## config.mk

```make
export PLATFORM = sky130hd
export DESIGN_NAME = xint_group_ctrl
export DESIGN_NICKNAME = d
export VERILOG_FILES = /design/src/rtl/xint_pkg.sv /design/src/rtl/xint_sync.sv /design/src/rtl/xint_line.sv /design/src/rtl/xint_group_ctrl.sv
export SDC_FILE = /design/constraint.sdc
export NUM_CORES = 1
export LEC_CHECK = 0
export BUFFER_PORTS_ARGS = -buffer_cell sky130_fd_sc_hd__buf_2
export CAP_MARGIN = 20
export CORE_MARGIN = 2
export CORE_UTILIZATION = 30
export DETAILED_ROUTE_END_ITERATION = 12
export REMOVE_ABC_BUFFERS = 1
export SLEW_MARGIN = 20
export SYNTH_ARGS = -nofsm -noshare
export SYNTH_HDL_FRONTEND = slang
export SYNTH_SLANG_ARGS = --single-unit
export TNS_END_PERCENT = 30
```

## constraint.sdc

```tcl
create_clock -name clk_i -period 3.2 [get_ports clk_i]
set_input_delay 0.96 -clock clk_i [delete_from_list [all_inputs] [get_ports clk_i]]
set_output_delay 0.96 -clock clk_i [all_outputs]
set_load 0.03 [all_outputs]
```

## src/rtl/xint_pkg.sv

```systemverilog
package xint_pkg;
  localparam int unsigned XI_LINES  = 28;
  localparam int unsigned XI_GROUPS = 4;
  localparam int unsigned XI_DW     = 32;
  localparam int unsigned XI_NIB    = 4;

  typedef enum logic [1:0] {
    ADDR_CFG0 = 2'd0,
    ADDR_CFG1 = 2'd1,
    ADDR_MASK = 2'd2,
    ADDR_PEND = 2'd3
  } xi_addr_e;

  typedef enum logic [2:0] {
    TRIG_LOW  = 3'b000,
    TRIG_HIGH = 3'b001,
    TRIG_FALL = 3'b010,
    TRIG_RISE = 3'b100,
    TRIG_BOTH = 3'b110
  } xi_trig_e;

  // uneven grouping: 4, 8, 8, 8 lines
  function automatic int unsigned xi_group(int unsigned n);
    if (n < 4)       return 0;
    else if (n < 12) return 1;
    else if (n < 20) return 2;
    else             return 3;
  endfunction
endpackage

```

## src/rtl/xint_sync.sv

```systemverilog
module xint_sync #(
  parameter int unsigned W = 1
) (
  input  logic         clk_i,
  input  logic         rst_ni,
  input  logic [W-1:0] d_i,
  output logic [W-1:0] q_o
);
  logic [W-1:0] s1_q, s2_q;

  always_ff @(posedge clk_i or negedge rst_ni) begin
    if (!rst_ni) begin
      s1_q <= '0;
      s2_q <= '0;
    end else begin
      s1_q <= d_i;
      s2_q <= s1_q;
    end
  end

  assign q_o = s2_q;
endmodule

```

## src/rtl/xint_line.sv

```systemverilog
module xint_line import xint_pkg::*; (
  input  logic       clk_i,
  input  logic       rst_ni,
  input  logic       lvl_i,
  input  logic [2:0] code_i,
  input  logic       clr_i,
  output logic       pend_o
);
  logic prev_q, pend_q, hit;

  always_comb begin
    case (xi_trig_e'(code_i))
      TRIG_LOW:  hit = ~lvl_i;
      TRIG_HIGH: hit = lvl_i;
      TRIG_FALL: hit = prev_q & ~lvl_i;
      TRIG_RISE: hit = ~prev_q & lvl_i;
      TRIG_BOTH: hit = prev_q ^ lvl_i;
      default:   hit = 1'b0;
    endcase
  end

  always_ff @(posedge clk_i or negedge rst_ni) begin
    if (!rst_ni) begin
      prev_q <= 1'b0;
      pend_q <= 1'b0;
    end else begin
      prev_q <= lvl_i;
      pend_q <= (pend_q & ~clr_i) | hit;  // set beats clear
    end
  end

  assign pend_o = pend_q;

  a_r7_set_wins: assert property (@(posedge clk_i) disable iff (!rst_ni)
    hit && clr_i |=> pend_o);
  a_r6_clear: assert property (@(posedge clk_i) disable iff (!rst_ni)
    clr_i && !hit |=> !pend_o);
  a_r6_hold: assert property (@(posedge clk_i) disable iff (!rst_ni)
    pend_o && !clr_i |=> pend_o);
endmodule

```

## src/rtl/xint_group_ctrl.sv

```systemverilog
module xint_group_ctrl import xint_pkg::*; #(
  parameter int unsigned NL = XI_LINES,
  parameter int unsigned DW = XI_DW,
  parameter int unsigned NG = XI_GROUPS
) (
  input  logic          clk_i,
  input  logic          rst_ni,
  input  logic [NL-1:0] ext_i,
  input  logic          we_i,
  input  logic [1:0]    addr_i,
  input  logic [DW-1:0] wdata_i,
  output logic [DW-1:0] rdata_o,
  output logic [NG-1:0] grp_o
);
  localparam int unsigned NPAIR = (NL + 1) / 2;
  localparam int unsigned PPR   = DW / XI_NIB;  // pairs per config word

  logic [2:0]    cfg_q [NPAIR];
  logic [NL-1:0] mask_q, pend, clr, lvl, act;
  wire           unused_wd = ^wdata_i;

  xint_sync #(.W(NL)) u_sync (
    .clk_i (clk_i),
    .rst_ni(rst_ni),
    .d_i   (ext_i),
    .q_o   (lvl)
  );

  always_ff @(posedge clk_i or negedge rst_ni) begin
    if (!rst_ni) begin
      mask_q <= '1;
      for (int p = 0; p < int'(NPAIR); p++) cfg_q[p] <= '0;
    end else if (we_i) begin
      if (addr_i == ADDR_MASK) mask_q <= wdata_i[NL-1:0];
      for (int p = 0; p < int'(NPAIR); p++)
        if (addr_i == 2'(p / int'(PPR)))
          cfg_q[p] <= wdata_i[(p % int'(PPR))*XI_NIB +: 3];
    end
  end

  assign clr = (we_i && addr_i == ADDR_PEND) ? wdata_i[NL-1:0] : '0;

  for (genvar i = 0; i < int'(NL); i++) begin : g_line
    xint_line u_line (
      .clk_i (clk_i),
      .rst_ni(rst_ni),
      .lvl_i (lvl[i]),
      .code_i(cfg_q[i/2]),
      .clr_i (clr[i]),
      .pend_o(pend[i])
    );
  end

  assign act = pend & ~mask_q;

  for (genvar g = 0; g < int'(NG); g++) begin : g_grp
    logic [NL-1:0] sel;
    always_comb
      for (int unsigned n = 0; n < NL; n++) sel[n] = (xi_group(n) == g);
    assign grp_o[g] = |(act & sel);
  end

  always_comb begin
    rdata_o = '0;
    if (addr_i == ADDR_MASK)      rdata_o[NL-1:0] = mask_q;
    else if (addr_i == ADDR_PEND) rdata_o[NL-1:0] = pend;
    else
      for (int p = 0; p < int'(NPAIR); p++)
        if (addr_i == 2'(p / int'(PPR)))
          rdata_o[(p % int'(PPR))*XI_NIB +: 3] = cfg_q[p];
  end

  a_r5_mask_all_quiet: assert property (@(posedge clk_i) disable iff (!rst_ni)
    we_i && addr_i == ADDR_MASK && (&wdata_i[NL-1:0]) |=> grp_o == '0);
  a_r9_upper_zero: assert property (@(posedge clk_i) disable iff (!rst_ni)
    (addr_i == ADDR_MASK || addr_i == ADDR_PEND) |-> (rdata_o >> NL) == '0);
  a_r2_spare_bits_zero: assert property (@(posedge clk_i) disable iff (!rst_ni)
    (addr_i == ADDR_CFG0 || addr_i == ADDR_CFG1) |-> (rdata_o & 32'h8888_8888) == '0);
  a_r10_reset_quiet: assert property (@(posedge clk_i)
    !rst_ni |-> grp_o == '0);
endmodule

```

==> run summary <==
Status: complete, no violations
Port bufs: 98
Max IR drop VDD: 0.330 mV
Sequential fraction of design power: 48.1%
H-Tree Depth: 4
Hpwl dp: 15.0 mm
Slew Viols, Final: 0
Crit-path cells: buf_2 > buf_12 > nor2_2 > a22o_1 > buf_2
Combinational Power Share: 19.6%
Worst rel slew slack: 58.0%
Met2 Usage GRT: 21.7%
CP Capture Type: output port
Layout area overhead: 16.2%
CP arrival: 2.10 ns
Switching pwr: 1.95 mW
Crit path buffers/inverters: 3
Largest net degree at the start of global routing: 64
Met3 usage: 2.71%
Max cap viols: 0
Yosys reg bits: 182
Family with the most delay on the worst path: buffers and inverters
Drt drc: 0
Clock buffer count from CTS: 17
Critical Path Most Common Cell: buf_2
GRT busiest layer: met2
Clock power share: 32.3%
Total gr overflow: 0
Worst skew pair latency: 0.43 ns
First-pass GRT wire length: 34.0 mm
Row cnt: 63
Initial antenna violation count: 2
DR iter-0 viols: 460
Hold WS: 0.340 ns
RSZ-0062 raised after global routing: no
Final period utilization: 95.7%
Routed wire length: 20.9 mm
Final critical-path required period: 3.06 ns
Main area contributors after synthesis: dfrtp_1 42%, dfstp_2 8.1%, ha_1 7.7%
Dominant cell type by area after synthesis: dfrtp_1
Final setup viols: 0
Final Cell Area: 10,600 um2
Resized cells post-CTS: 0
Final core occ: 35.6%
# fillers: 2,996
Switching portion of total power: 30.8%
Highest-delay cell along the critical path: nor2_2
Final Hold Fails: 0
Initial Util: 30.6%
Layout cells sized above 1: 29.5%
Avg WL per Cell: 17.0 um
Width of the die: 178 um
Post-synth cell types: 40
CP max FO: 27
Die Span Y: 178 um
# Post-CTS Setup Buffers: 0
LEAKAGE: 5.13 nW
Int Power: 4.38 mW
Dpl cells: 1,202
CP required: 2.24 ns
Post-route ant nets: 0
TritonCTS clock tree: done
Post-synth top area share: 42.2%
Via/cell ratio: 4.81
I/O pin total: 101
Cell area after synthesis: 9130 um2
GP Congestion: 0.828
Finished Layout Cells: 1,235
GRT Util Overall: 13.9%
Core area: 29,800 um2
Via count of the first global-routing pass: 5,963
Syn Area/Cell: 12.4 um2
Slew @ Worst Pin: 0.629 ns
Vias: 5,941
Worst-path clk slew: 0.07 ns
Setup TNS Final: 0 ns
Worst hold path class: flop to flop
Post-synthesis cell count: 736
Total die area: 31,800 um2
Met1 GRT Util: 20.0%
Clock tree buffer depth: 2
Cts hold-fix bufs: 0
Fmax: 327 MHz
First-pass DRT Iterations: 6
PwrDens: 598 nW/um2
Fin nets: 952
Kind of critical path: input pin to output port
Clock root cell: clkbuf_16
Placed cell area: 10,000 um2
Sequential area share after synthesis: 50.3%
YS warnings: 0
Max stage delay on crit path: 0.36 ns
Type of origin of the critical path: input pin
Worst Skew: 0.0125 ns
CTS Sinks: 182
path summary, 6_finish.rpt:
kind / from / endpoint / slack, ns / cells after the start
worst max register to register: cfg_q[28]$_DFFE_PN0P_ / g_line[9].u_line.pend_o$_DFF_PN0_ / 1.81 / 3
worst min register to register: u_sync.s1_q[17]$_DFF_PN0_ / u_sync.q_o[17]$_DFF_PN0_ / 0.34 / 0
worst max-delay path: addr_i[0] / rdata_o[25] / 0.14 / 5
max in group asynchronous: rst_ni / mask_q[19]$_DFFE_PN1P_ / 1.92 / 2
min in group asynchronous: rst_ni / u_sync.s1_q[16]$_DFF_PN0_ / 0.54 / 1
worst min-delay path: u_sync.s1_q[17]$_DFF_PN0_ / u_sync.q_o[17]$_DFF_PN0_ / 0.34 / 0
power groups by stage:
stage / Combinational [mW] / Clock [mW] / Sequential (mW)
floorplan: 0.902 / 0 / 2.93
global placement: 1.24 / 0 / 3.08
detailed placement: 1.26 / 0 / 3.09
CTS: 1.26 / 2.13 / 3.05
global route: 1.38 / 2.22 / 3.11
finish: 1.24 / 2.05 / 3.04
synthesized netlist by cell type (all sizes together):
cell type / instances
a211oi: 18
a21o: 18
a21oi: 3
a222oi: 28
a22o: 3
a22oi: 1
and2: 4
and3b: 14
buf: 28
clkbuf: 10
conb: 1
dfrtp: 154
dfstp: 28
ha: 56
inv: 112
mux2: 73
mux2i: 14
mux4: 18
nand2b: 18
nand3: 7
nand3b: 4
nand4: 28
nand4bb: 1
nor2: 29
nor2b: 8
nor3b: 14
o21ai: 18
o221ai: 1
o22ai: 12
o311ai: 10
or4: 3
registers in the layout, indices dropped and copies added (netlist names):
name and flops:
u_sync.s1_q 28, u_sync.q_o 28, g_line.u_line.prev_q 28, mask_q 28, g_line.u_line.pend_o 28, cfg_q 42
placed cells by master, fill, tap and decap left out, types with 4 or more instances in the layout:
| cell | n |
|---|---|
| dfrtp_1 | 154 |
| inv_6 | 6 |
| o22ai_1 | 12 |
| ha_1 | 56 |
| mux2_2 | 27 |
| mux2i_1 | 14 |
| inv_1 | 112 |
| nor3b_1 | 14 |
| mux2_1 | 16 |
| dfstp_2 | 28 |
| nor2_1 | 28 |
| clkbuf_16 | 17 |
| mux4_2 | 18 |
| nand2b_1 | 18 |
| a211oi_1 | 18 |
| a21o_1 | 18 |
| nand3_1 | 7 |
| and2_1 | 4 |
| buf_12 | 5 |
| buf_2 | 97 |
| nand4_1 | 28 |
| nor2b_1 | 8 |
| and3b_1 | 14 |
| o21ai_1 | 18 |
| a222oi_1 | 28 |
| mux2_4 | 30 |
| o311ai_1 | 9 |
| buf_4 | 11 |
kinds of logic (layout without fill, tap and decap cells):
kind of cell,Yosys count,count (layout),share of synthesized area [%]
DFF,182,182,50.3
other,1,2,0.0411
buffers and inverters,150,258,7.42
muxes,105,105,16.2
AOI/OAI and AO/OA,112,112,9.43
and+or+nand+nor,130,130,8.91
adders and majority gates,56,56,7.68
area by class of cell:
cell class,instances,area [um2],share of cell area [%]
Antenna cell,1,2.50,0.0236
Clock buffer,20,447,4.21
Timing Repair Buffer,114,682,6.43
Sequential cell,182,4590,43.3
Multi-Input combinational cell,404,3860,36.4
Clock inverter,12,115,1.09
Tap cell,390,488,4.60
Inverter,112,420,3.97
per-stage QoR:
stage	worst slack, ns	power, mW
after CTS	0.101	6.45
final	0.139	6.34
after floorplan	0.645	3.83
after global routing	0.0631	6.71
after global placement	0.113	4.31
after detailed placement	0.103	4.34
per-layer routing:
| layer | part of all wire [%] | vias up |
|---|---|---|
| met5 | 0.024 | - |
| met4 | 0.74 | 2 |
| met3 | 4.0 | 11 |
| met2 | 46 | 113 |
| met1 | 49 | 2991 |
| li1 | - | 2824 |
Note: power is estimated with default switching activity, not from simulation.
